**config.mk**
```make
export PLATFORM = sky130hd
export DESIGN_NAME = flash_pe_ctrl
export DESIGN_NICKNAME = d
export VERILOG_FILES = /design/src/rtl/flash_pe_ctrl.sv
export SDC_FILE = /design/constraint.sdc
export NUM_CORES = 1
export LEC_CHECK = 0
export BUFFER_PORTS_ARGS = -buffer_cell sky130_fd_sc_hd__buf_2
export CAP_MARGIN = 10
export CORE_AREA = 2 2 39 41
export CTS_CLUSTER_SIZE = 10
export DETAILED_ROUTE_END_ITERATION = 16
export DIE_AREA = 0 0 41 43
export GPL_ROUTABILITY_DRIVEN = 1
export HOLD_SLACK_MARGIN = 0.02
export PLACE_DENSITY = 0.65
export SYNTH_ARGS = -nofsm -noshare
export SYNTH_HDL_FRONTEND = slang
export SYNTH_SLANG_ARGS = --single-unit
```
**constraint.sdc**
```tcl
create_clock -name clk -period 1.6 [get_ports clk]
set_input_delay 0.32 -clock clk [delete_from_list [all_inputs] [get_ports clk]]
set_output_delay 0.32 -clock clk [all_outputs]
set_load 0.005 [all_outputs]
```
**src/rtl/flash_pe_ctrl.sv**
```systemverilog
module flash_pe_ctrl #(
  parameter int DW = 8
) (
  input  logic          clk,
  input  logic          rst_n,
  input  logic          wdt_rst_i,
  input  logic          standby_i,
  input  logic          wen_pin_i,
  input  logic          err_prot_i,
  input  logic          boot_mode_i,
  input  logic          boot_branch_i,
  input  logic          reg_we_i,
  input  logic          reg_addr_i,
  input  logic [DW-1:0] reg_wdata_i,
  output logic [DW-1:0] reg_rdata_o,
  input  logic          flash_rd_i,
  output logic          flash_rd_valid_o,
  output logic          nmi_mask_o,
  output logic          wdt_req_o
);

  localparam int B_SWE = 0;
  localparam int B_PSU = 1;
  localparam int B_P   = 2;
  localparam int B_ESU = 3;
  localparam int B_E   = 4;
  localparam int B_NMI = 0;
  localparam int B_BOOT = 1;
  localparam int B_ERR = 2;
  localparam int B_PIN = 3;

  logic swe_q, psu_q, p_q, esu_q, e_q, boot_q, nmi_q;
  logic swe_d, psu_d, p_d, esu_d, e_d, boot_d;

  wire wr_ctl = reg_we_i & ~reg_addr_i;
  wire w_swe = reg_wdata_i[B_SWE];
  wire w_psu = reg_wdata_i[B_PSU];
  wire w_p   = reg_wdata_i[B_P];
  wire w_esu = reg_wdata_i[B_ESU];
  wire w_e   = reg_wdata_i[B_E];
  wire w_both = w_p & w_e;

  always_comb begin
    swe_d = swe_q;
    psu_d = psu_q;
    p_d   = p_q;
    esu_d = esu_q;
    e_d   = e_q;
    if (wr_ctl) begin
      swe_d = w_swe;
      psu_d = w_psu;
      esu_d = w_esu;
      p_d   = w_p & psu_q & w_psu & ~w_both;
      e_d   = w_e & esu_q & w_esu & ~w_both;
    end
    if (!wen_pin_i) begin
      swe_d = 1'b0;
      psu_d = 1'b0;
      esu_d = 1'b0;
      p_d   = 1'b0;
      e_d   = 1'b0;
    end
    if (standby_i || !swe_d) begin
      p_d = 1'b0;
      e_d = 1'b0;
    end
    boot_d = boot_q & ~boot_branch_i;
  end

  always_ff @(posedge clk or negedge rst_n) begin
    if (!rst_n) begin
      {swe_q, psu_q, p_q, esu_q, e_q} <= '0;
      boot_q <= 1'b1;
      nmi_q  <= 1'b1;
    end else if (wdt_rst_i) begin
      {swe_q, psu_q, p_q, esu_q, e_q} <= '0;
      boot_q <= 1'b1;
      nmi_q  <= boot_mode_i | err_prot_i;
    end else begin
      swe_q  <= swe_d;
      psu_q  <= psu_d;
      p_q    <= p_d;
      esu_q  <= esu_d;
      e_q    <= e_d;
      boot_q <= boot_d;
      nmi_q  <= p_d | e_d | err_prot_i | (boot_d & boot_mode_i);
    end
  end

  assign nmi_mask_o       = nmi_q;
  assign flash_rd_valid_o = flash_rd_i & ~(p_q | e_q);
  assign wdt_req_o        = psu_q | p_q | esu_q | e_q;

  always_comb begin
    reg_rdata_o = '0;
    if (!reg_addr_i) begin
      reg_rdata_o[B_SWE] = swe_q;
      reg_rdata_o[B_PSU] = psu_q;
      reg_rdata_o[B_P]   = p_q;
      reg_rdata_o[B_ESU] = esu_q;
      reg_rdata_o[B_E]   = e_q;
    end else begin
      reg_rdata_o[B_NMI]  = nmi_q;
      reg_rdata_o[B_BOOT] = boot_q & boot_mode_i;
      reg_rdata_o[B_ERR]  = err_prot_i;
      reg_rdata_o[B_PIN]  = wen_pin_i;
    end
  end

  AST_WDT_RST_CLEARS: assert property (@(posedge clk) disable iff (!rst_n)
    wdt_rst_i |=> !(swe_q || psu_q || p_q || esu_q || e_q));
  AST_PIN_LOW_CLEARS: assert property (@(posedge clk) disable iff (!rst_n)
    !wen_pin_i |=> !(swe_q || psu_q || p_q || esu_q || e_q));
  AST_STANDBY_CLEARS: assert property (@(posedge clk) disable iff (!rst_n)
    standby_i |=> !(p_q || e_q));
  AST_SWE_GATES: assert property (@(posedge clk) disable iff (!rst_n)
    !swe_q |-> !(p_q || e_q));
  AST_P_NEEDS_PSU: assert property (@(posedge clk) disable iff (!rst_n)
    $rose(p_q) |-> $past(psu_q) && psu_q);
  AST_E_NEEDS_ESU: assert property (@(posedge clk) disable iff (!rst_n)
    $rose(e_q) |-> $past(esu_q) && esu_q);
  AST_PE_EXCLUSIVE: assert property (@(posedge clk) disable iff (!rst_n)
    !(p_q && e_q));
  AST_NMI_WHILE_ACTIVE: assert property (@(posedge clk) disable iff (!rst_n)
    (p_q || e_q) |-> nmi_mask_o);
  AST_NMI_ERR: assert property (@(posedge clk) disable iff (!rst_n)
    err_prot_i |=> nmi_mask_o);
  AST_BOOT_BRANCH: assert property (@(posedge clk) disable iff (!rst_n)
    (boot_branch_i && !wdt_rst_i) |=> !boot_q);
  AST_READ_BLOCKED: assert property (@(posedge clk) disable iff (!rst_n)
    (p_q || e_q) |-> !flash_rd_valid_o);

endmodule

```
[Yosys cells after proc, flatten, opt, wreduce, memory -nomap -nowiden]
Cells that the tools add are included.
Storage, ports and cells
  register bits: 7
  input bits: 19
  output and inout port bits: 11
  logic and storage cells: 55
Operators by class
  eq/ne operators: 1
  multiplexer cells: 21
  bitwise operators: 24
  reduce and logical (&&, ||, !) cells: 2
Operator list (count)
  $mux W1: 20
  $and A1 B1 Y1: 12
  $or A1 B1 Y1: 8
  $mux W4: 1
  $not A1 Y1: 4
  $ne A3 B2 Y1 const B: 1
  $logic_not A1 Y1: 1
  $logic_or A1 B1 Y1: 1

[Depth between registers and ports, before layout]
Gate-level depths: netlist (run 1).
  depth after elaboration: 11
  gate-level depth with buffers: 5
  depth with buffers taken out: 4

[Worst setup path after synthesis (run 1)]
OpenSTA, ideal clock, no wires.
  kind: input-to-reg
  start point: input port reg_we_i
  end point: register nmi_q, in the netlist nmi_mask_o
  setup time: 0.069 ns
  data arrival time: 1.201 ns
  data required time: 1.531 ns
  setup slack: 0.330 ns
  cell stages on the path: 5
  buffers on the path: 1
  path through: nor2b_2 > buf_6 > mux2i_1 > or3_4 > o21ai_2
On the way
  word-level cells in the longest chain between the ends: 10
  elaborated cells on any way between the ends: 15
  classes of those cells: mux (9); bitwise (4); reduce/logical (2)
RTL lines
  from (decl): RTL line 12  | input logic reg_we_i,
  $and A1 B1 Y1 (*): RTL line 35  | wire wr_ctl = reg_we_i & ~reg_addr_i;
  $mux W1: RTL line 49  | if (wr_ctl) begin
  $mux W1: RTL line 56  | if (!wen_pin_i) begin
  $logic_not A1 Y1: RTL line 63  | if (standby_i || !swe_d) begin
  $logic_or A1 B1 Y1: RTL line 63
  $mux W1: RTL line 63
  $or A1 B1 Y1 (*) (3 in a row): RTL line 86  | nmi_q <= p_d | e_d | err_prot_i | (boot_d & boot_mode_i);
  $mux W1 (*): RTL line 75  | end else if (wdt_rst_i) begin
  to (signal assigned): RTL line 78  | nmi_q <= boot_mode_i | err_prot_i;
  to (signal assigned): RTL line 86
  to (decl): RTL line 32  | logic swe_q, psu_q, p_q, esu_q, e_q, boot_q, nmi_q;
Mark *: on every way between the ends. The rest lies on a longest branch, timed or not.
A chain may end at the register's enable or synchronous reset.

[Worst setup path after layout (run 1)]
  start point: register p_q
  end point: output port wdt_req_o
On the way
  word-level cells in the longest chain between the ends: 3
RTL lines
  from (decl): RTL line 32
  from (signal assigned): RTL line 82  | p_q <= p_d;
  $or A1 B1 Y1 (3 in a row): RTL line 92  | assign wdt_req_o = psu_q | p_q | esu_q | e_q;
  to (decl): RTL line 19  | output logic wdt_req_o
No other way between the ends.

==> impl_metrics.ini, run 1 <==
[worst_setup_path]
crit_fanout = 2
r2r_cells = 4
worst-r2r-setup-slack_ps = 520
cp.arrival_ps = 1270
crit_path_top_delay_cell = or4_1
critPathMaxStageDelay_ps = 510
path_cells = or4_1 > buf_2
rr_startpoint = esu_q
cp.required_ps = 1280
rr_endpoint = nmi_mask_o
critical_path_class = flop to primary output
cp-end-kind = primary output
critPathLaunchType = flop

[timing]
hold_violations = 0
maxSlewViolCount = 0
fin_crit_ps = 1592
rsz0062_at_grt = true
final.period_utilization = 0.9951
fin_ws_ps = 7.836
clock_skew_ps = 1.163
setup_viol = 0
holdWs_ps = 288.3
max_freq_mhz = 628.1
fin_tns_setup_ps = 0

[final_layout]
final_common_cell = buf_2
fin_cells = 86
antenna_cells = 0
drive_gt1_frac = 0.5286
fill_cells = 137
nets = 90
fin_util = 0.4277
design_area_sq_um = 591.8
layout_common_cells = buf_2, nor2_1, dfrtp_1, mux2i_1
syn2layout_area_growth_pct = 37.10

[power_and_ir_drop]
vdd_drop_max_mv = 0.2891
power.total_uw = 415.4
powerDensity_nw_per_um2 = 701.8
power_leakage_nw = 0.3142

[drt]
drtIter0Drc = 2
wl_per_cell_um = 10.62
ant_nets = 0
firstDrtPassIters = 2
vias = 372
drc = 0
vias_per_cell = 4.326
routed_wl_um = 913

[grt]
grt_max_degree = 8
grt_pass1_vias = 339
grt_use_total = 0.1247
grt_pass1_wl_um = 1380
overflow = 0
antenna_found_initial = 0

[logic_synthesis]
ys_ff_latch = 7
synth_area_sq_um = 431.7
yosysWarnings = 0
synth_seq_area_share = 0.4116
ys_types = 22
synth_cells = 42
postSynthAreaPerCell_sq_um = 10.28

[clock_network]
clock_latency_ps = 250
cts-htree-levels = 1
cts_max_path_buffers = 2
cts-root-buf = clkbuf_4
cts.reportedPaths.clkPinSlew_ps = 50
cts_buffers = 3
cts_sinks = 7
cts_tree = yes

[hold_path]
hold_depth = 2
hp-class = input port to flop
min_to = boot_q
hold_start = wdt_rst_i

[run_status]
status = completed

[placement]
dpl.hpwl_um = 760.8
placed_cell_area_sq_um = 548.0
gp_congestion = 0.6640
io_buffers = 23
post-place-ws_ps = 251.5
dp.cells = 80

[die]
die_w_um = 41
die_h_um = 43
dieArea_sq_um = 1763
coreArea_sq_um = 1384
top_level_ports = 30
start_util = 0.3119
fp-row-count = 14

[run]
cap_violations = 0
-- worst max-delay path by stage --
stage | cells after the start | to | slack, ps | startpoint
finish | 2 | wdt_req_o | 8 | p_q
global route | 2 | wdt_req_o | -40 | p_q
CTS | 2 | wdt_req_o | 9 | p_q
detailed placement | 2 | wdt_req_o | 250 | p_q
global placement | 2 | wdt_req_o | 260 | p_q
floorplan | 5 | nmi_mask_o | 330 | reg_we_i
-- cell families (layout without fill, tap and decap cells) --
| kind of cell | Yosys count | after routing | synth area share |
|---|---|---|---|
| flops | 7 | 7 | 0.4116 |
| other cells | 1 | 3 | 0.008687 |
| buf+inv | 6 | 32 | 0.09565 |
| compound gates | 5 | 5 | 0.07246 |
| simple gates | 16 | 16 | 0.2406 |
| mux | 7 | 7 | 0.1710 |
-- state kept, by name (all words and copies together) (netlist names) --
name / count
esu_q: 1
swe_q: 1
nmi_mask_o: 1
psu_q: 1
p_q: 1
e_q: 1
boot_q: 1
-- power breakdown --
group | internal (mW) | switching [mW] | leakage, nW
registers | 0.185 | 0.00251 | 0.0905
logic | 0.0386 | 0.0307 | 0.209
clock network | 0.0951 | 0.0636 | 0.0150
-- cell usage after synthesis (all sizes together) --
| cell | n | area, sq um |
|---|---|---|
| or3 | 1 | 11.26 |
| nor2 | 6 | 22.52 |
| or4 | 1 | 7.510 |
| conb | 1 | 3.750 |
| a21oi | 2 | 10.01 |
| mux2i | 4 | 40.04 |
| dfrtp | 5 | 125.1 |
| and2b | 1 | 8.760 |
| buf | 4 | 33.78 |
| o21ai | 2 | 13.76 |
| nor2b | 1 | 8.760 |
| mux2 | 3 | 33.78 |
| and2 | 1 | 6.260 |
| a21o | 1 | 7.510 |
| and4b | 2 | 20.02 |
| dfstp | 2 | 52.55 |
| nand3 | 1 | 5.000 |
| nand2b | 1 | 6.260 |
| nor3b | 1 | 7.510 |
| inv | 2 | 7.510 |
-- routing by layer --
| layer | track usage | part of all wire | vias up | wire, um |
|---|---|---|---|---|
| met5 | 0 | 0 | - | 0 |
| met4 | 0.1200 | 0.014 | 0 | 13 |
| met3 | 0.03141 | 0.073 | 2 | 67 |
| met2 | 0.1781 | 0.49 | 18 | 443 |
| met1 | 0.1395 | 0.42 | 159 | 388 |
| li1 | - | - | 193 | - |
-- area by class of cell --
type / count / area, sq um / share of cell area
clock buffer: 4 / 26.28 / 0.04440
timing repair buffer: 26 / 140.1 / 0.2368
tap: 16 / 20.02 / 0.03383
sequential: 7 / 177.7 / 0.3002
inverter: 2 / 7.507 / 0.01268
multi-input combinational: 31 / 220.2 / 0.3721
-- repair_timing --
action | CTS | global route
hold buffers | 1 | 0
pin swaps | 0 | 0
gates resized for setup | 0 | 0
setup buffers | 1 | 0
endpoints found under the setup margin | 1 | 1
endpoints found under the hold margin | 5 | 0
-- worst max-delay path: cells and delay by family, from the launching register on --
kind,cells,cell delay (ps)
and+or+nand+nor,1,510
DFF,1,380
buffers and inverters,1,140
Power figures use the tool's default switching activity.
==> inputs of run 2 (changes only) <==
- CORE_AREA: 2 2 39 41 -> 3 3 40 42
- DIE_AREA: 0 0 41 43 -> 0 0 43 45
==> run 2 against run 1 <==
Effect of this change:
- cell area decreased by 0.21%
- utilization increased by 3.2 points
- count of clock-buffer cells in the layout unchanged
- highest routed layer is now met3
==> impl_metrics.ini, run 2 (synthesized netlist as in run 1, its figures left out) <==
[run_status]
status = completed

[clock_network]
cts_sinks = 7
clock_latency_ps = 250
cts_buffers = 3
cts-root-buf = clkbuf_4
cts_tree = yes
cts-htree-levels = 1
cts_resized = 0
cts.reportedPaths.clkPinSlew_ps = 50
cts_max_path_buffers = 2

[placement]
post-place-ws_ps = 245.7
gp_congestion = 0.7496
dpl.hpwl_um = 771.7
io_buffers = 23

[timing]
fin_ws_ps = 14.69
fin_crit_ps = 1585
hold_violations = 0
holdWs_ps = 273.6
clock_skew_ps = 0.3477
rsz0062_at_grt = true
setup_viol = 0
max_freq_mhz = 630.8
maxSlewViolCount = 0
fin_tns_setup_ps = 0
final.period_utilization = 0.9908

[final_layout]
drive_gt1_frac = 0.5286
syn2layout_area_growth_pct = 36.81
fin_util = 0.4596
fill_cells = 144
nets = 90
antenna_cells = 0
layout_common_cells = buf_2, nor2_1, dfrtp_1, mux2i_1
multi_input_area_sq_um = 220.2
regArea_sq_um = 177.7
final_common_cell = buf_2

[power_and_ir_drop]
power.total_uw = 418.9
power_leakage_nw = 0.3142
powerDensity_nw_per_um2 = 709.3
vdd_drop_max_mv = 0.3386

[worst_setup_path]
path_cells = or4_1 > buf_2
critPathLaunchType = flop
cp.required_ps = 1280
crit_fanout = 2
crit_path_top_delay_cell = or4_1
critical_path_class = flop to primary output
critPathMaxStageDelay_ps = 500
cp-end-kind = primary output
cp.arrival_ps = 1270

[die]
die_w_um = 43
top_level_ports = 30
start_util = 0.3359
fp-row-count = 13
dieArea_sq_um = 1935
coreArea_sq_um = 1285
die_h_um = 45

[grt]
grt_pass1_vias = 359
grt_pass1_wl_um = 1483
overflow = 0
grt_use_total = 0.1098
antenna_found_initial = 0
grt_max_degree = 8

[drt]
wl_per_cell_um = 10.96
routed_wl_um = 932
vias_per_cell = 4.365
vias = 371
drc = 0
firstDrtPassIters = 2
drtIter0Drc = 1
ant_nets = 0

[hold_path]
hp-class = input port to flop

[run]
cap_violations = 0
[run 2: cell counts in the layout (fill, tap and decap cells not counted)]
No cell type changed its count.
[run 2: metrics by stage]
stage | std cells | area, sq um
3_5_place_dp | 79 | 546.8
5_1_grt | 85 | 590.6
4_1_cts | 85 | 590.6
6_report | 85 | 590.6
2_1_floorplan | 44 | 439.2
3_3_place_gp | 79 | 546.8
[run 2: power breakdown]
group | internal, mW | switching, mW | leakage (nW) | total (mW)
Combinational | 0.0386 | 0.0302 | 0.209 | 0.0688
Clock | 0.0953 | 0.0674 | 0.0150 | 0.163
Sequential | 0.185 | 0.00260 | 0.0905 | 0.187
[run 2: final timing paths]
check                           start          to  slack, ps  cells past startpoint
max reg2reg                     esu_q  nmi_mask_o        520                      4
min in group asynchronous       rst_n       swe_q        420                      2
min reg2reg                    boot_q      boot_q        520                      1
max                               p_q   wdt_req_o         10                      2
max in group asynchronous       rst_n      boot_q        950                      2
min                        err_prot_i  nmi_mask_o        270                      3
[run 2: final cells by class]
type | instances | share of cell area
sequential | 7 | 0.3008
tap | 15 | 0.03178
clock buffer | 4 | 0.04449
timing repair buffer | 26 | 0.2373
multi-input combinational | 31 | 0.3729
inverter | 2 | 0.01271
[run 2: worst max-delay path, delay by kind of cell (launching register included)]
family	cells	cell delay, ps
buf+inv	1	140
simple gates	1	500
flops	1	380
[run 2: layer usage]
layer	wire (um)	global-route usage
met1	389	0.1179
met2	456	0.1737
met5	0	0
met4	0	0.09036
met3	86	0.03984
[run 2: repair_timing]
item                                    in CTS  in global routing
endpoints found under the hold margin        5                  0
hold buffers                                 1                  0
endpoints found under the setup margin       1                  1
setup buffers                                1                  0
==> inputs of run 3 (changes only) <==
==> constraint.sdc (replaced) <==
create_clock -name clk -period 1.6 [get_ports clk]
set_input_delay 0.08 -clock clk [delete_from_list [all_inputs] [get_ports clk]]
set_output_delay 0.08 -clock clk [all_outputs]
set_load 0.005 [all_outputs]
==> run 3 against run 2 <==
Effect of this change:
- sequential share of layout area up 0.39 points
- first-iteration DRC count up 100%
- total power down 1.3%
- global-route usage up 0.25 points
- combinational power about the same
- critical path type unchanged
- largest cell class unchanged
- largest power group unchanged
- highest routed layer unchanged
==> impl_metrics.ini, run 3 (synthesized netlist as in run 1, its figures left out) <==
[run_status]
status = completed

[placement]
io_buffers = 23
dpl.hpwl_um = 778.4
dp.cells = 79
gp_congestion = 0.7496
placed_cell_area_sq_um = 546.8

[die]
start_util = 0.3359
dieArea_sq_um = 1935
fp-row-count = 13
coreArea_sq_um = 1285
top_level_ports = 30
die_h_um = 45
die_w_um = 43

[worst_setup_path]
worst-r2r-setup-slack_ps = 520
critPathLaunchType = flop
path_cells = or4_1 > buf_2
crit_cells = 2
worst-path-buf-inv = 1
critical_path_class = flop to primary output
cpLargestDelayFamily = simple AND/OR/NAND/NOR gates
cp.required_ps = 1520
critPathMaxStageDelay_ps = 510
rr_endpoint = nmi_mask_o
crit_fanout = 4
r2r_cells = 4
cp-end-kind = primary output
crit_path_top_delay_cell = or4_1
cp.arrival_ps = 1300
rr_startpoint = esu_q

[run]
cap_violations = 0

[timing]
fin_tns_setup_ps = 0
clock_skew_ps = 1.026
final.period_utilization = 0.8634
maxSlewViolCount = 0
max_freq_mhz = 723.9
setup_viol = 0
rsz0062_at_grt = false
fin_crit_ps = 1381
hold_violations = 0
holdWs_ps = 41.02

[power_and_ir_drop]
seq_power_share = 0.454
power.total_uw = 413.3
switching_power_uw = 94.76
p_comb_frac = 0.167
vdd_drop_max_mv = 0.3803
p_sw_frac = 0.2293
p_int_uw = 318.5
powerDensity_nw_per_um2 = 708.8
pwr-share-clk = 0.379
power_leakage_nw = 0.3087

[final_layout]
design_area_sq_um = 583.1
final_common_cell = buf_2
syn2layout_area_growth_pct = 35.07
nets = 89
fin_cells = 84
layout_common_cells = buf_2, nor2_1, dfrtp_1, mux2i_1
drive_gt1_frac = 0.5217
antenna_cells = 0

[drt]
drtIter0Drc = 2
firstDrtPassIters = 4
routed_wl_um = 924
vias = 374
drc = 0
vias_per_cell = 4.452
ant_nets = 0
wl_per_cell_um = 11.00

[grt]
grt_pass1_vias = 364
grt_use_total = 0.1123
antenna_found_initial = 0
overflow = 0
grt_pass1_wl_um = 1531
grt_max_degree = 8

[hold_path]
hp-class = input port to flop
hold_depth = 3
min_to = nmi_mask_o
hold_start = err_prot_i

[clock_network]
cts_max_path_buffers = 2
cts_buffers = 3
cts_tree = yes
cts-root-buf = clkbuf_4
cts_sinks = 7
cts-htree-levels = 1
cts.reportedPaths.clkPinSlew_ps = 50
clock_latency_ps = 250
cts_resized = 0
==> run 3: cell types whose count changed in the layout (fill, tap and decap cells not counted), sizes merged <==
| cell | previous run | this run |
|---|---|---|
| buf | 25 | 24 |
==> run 3: cell type report <==
class                      instances  area (sq um)
tap                               15         18.77
multi-input combinational         31         220.2
sequential                         7         177.7
inverter                           2         7.507
fill                             135         701.9
clock buffer                       4         26.28
timing repair buffer              25         132.6
==> run 3: routing by layer <==
layer  track usage  share of wire
met5             0              0
met4       0.09036              0
met3       0.03984          0.087
met2        0.1677           0.48
met1        0.1302           0.43
==> run 3: tightest hold or removal path, delay by kind of cell <==
| kind | cells | cell delay, ps |
|---|---|---|
| AOI/OAI and AO/OA | 2 | 90 |
| buffers and inverters | 1 | 90 |
==> run 3: how the worst max path moves through the flow <==
stage	from	endpoint
after floorplan	reg_we_i	nmi_mask_o
after global placement	reg_addr_i	nmi_mask_o
after detailed placement	p_q	wdt_req_o
after CTS	p_q	wdt_req_o
after global routing	p_q	wdt_req_o
final	p_q	wdt_req_o
==> run 3: through the flow <==
stage	setup slack (ps)	util
CTS	205.6	0.4537
global route	131.6	0.4537
detailed placement	482.0	0.4255
finish	218.6	0.4537
global placement	489.7	0.4255
floorplan	570.2	-
==> run 3: power groups by stage <==
stage	Clock (mW)	Sequential [mW]	Combinational, mW
global route	0.186	0.188	0.0779
global placement	0	0.190	0.0683
detailed placement	0	0.190	0.0683
finish	0.157	0.188	0.0691
CTS	0.167	0.188	0.0704
floorplan	0	0.190	0.0369
==> run 3: what timing repair did <==
action,CTS,global route
hold endpoints to repair,7,0
hold buffers,1,0
buffers inserted,0,0
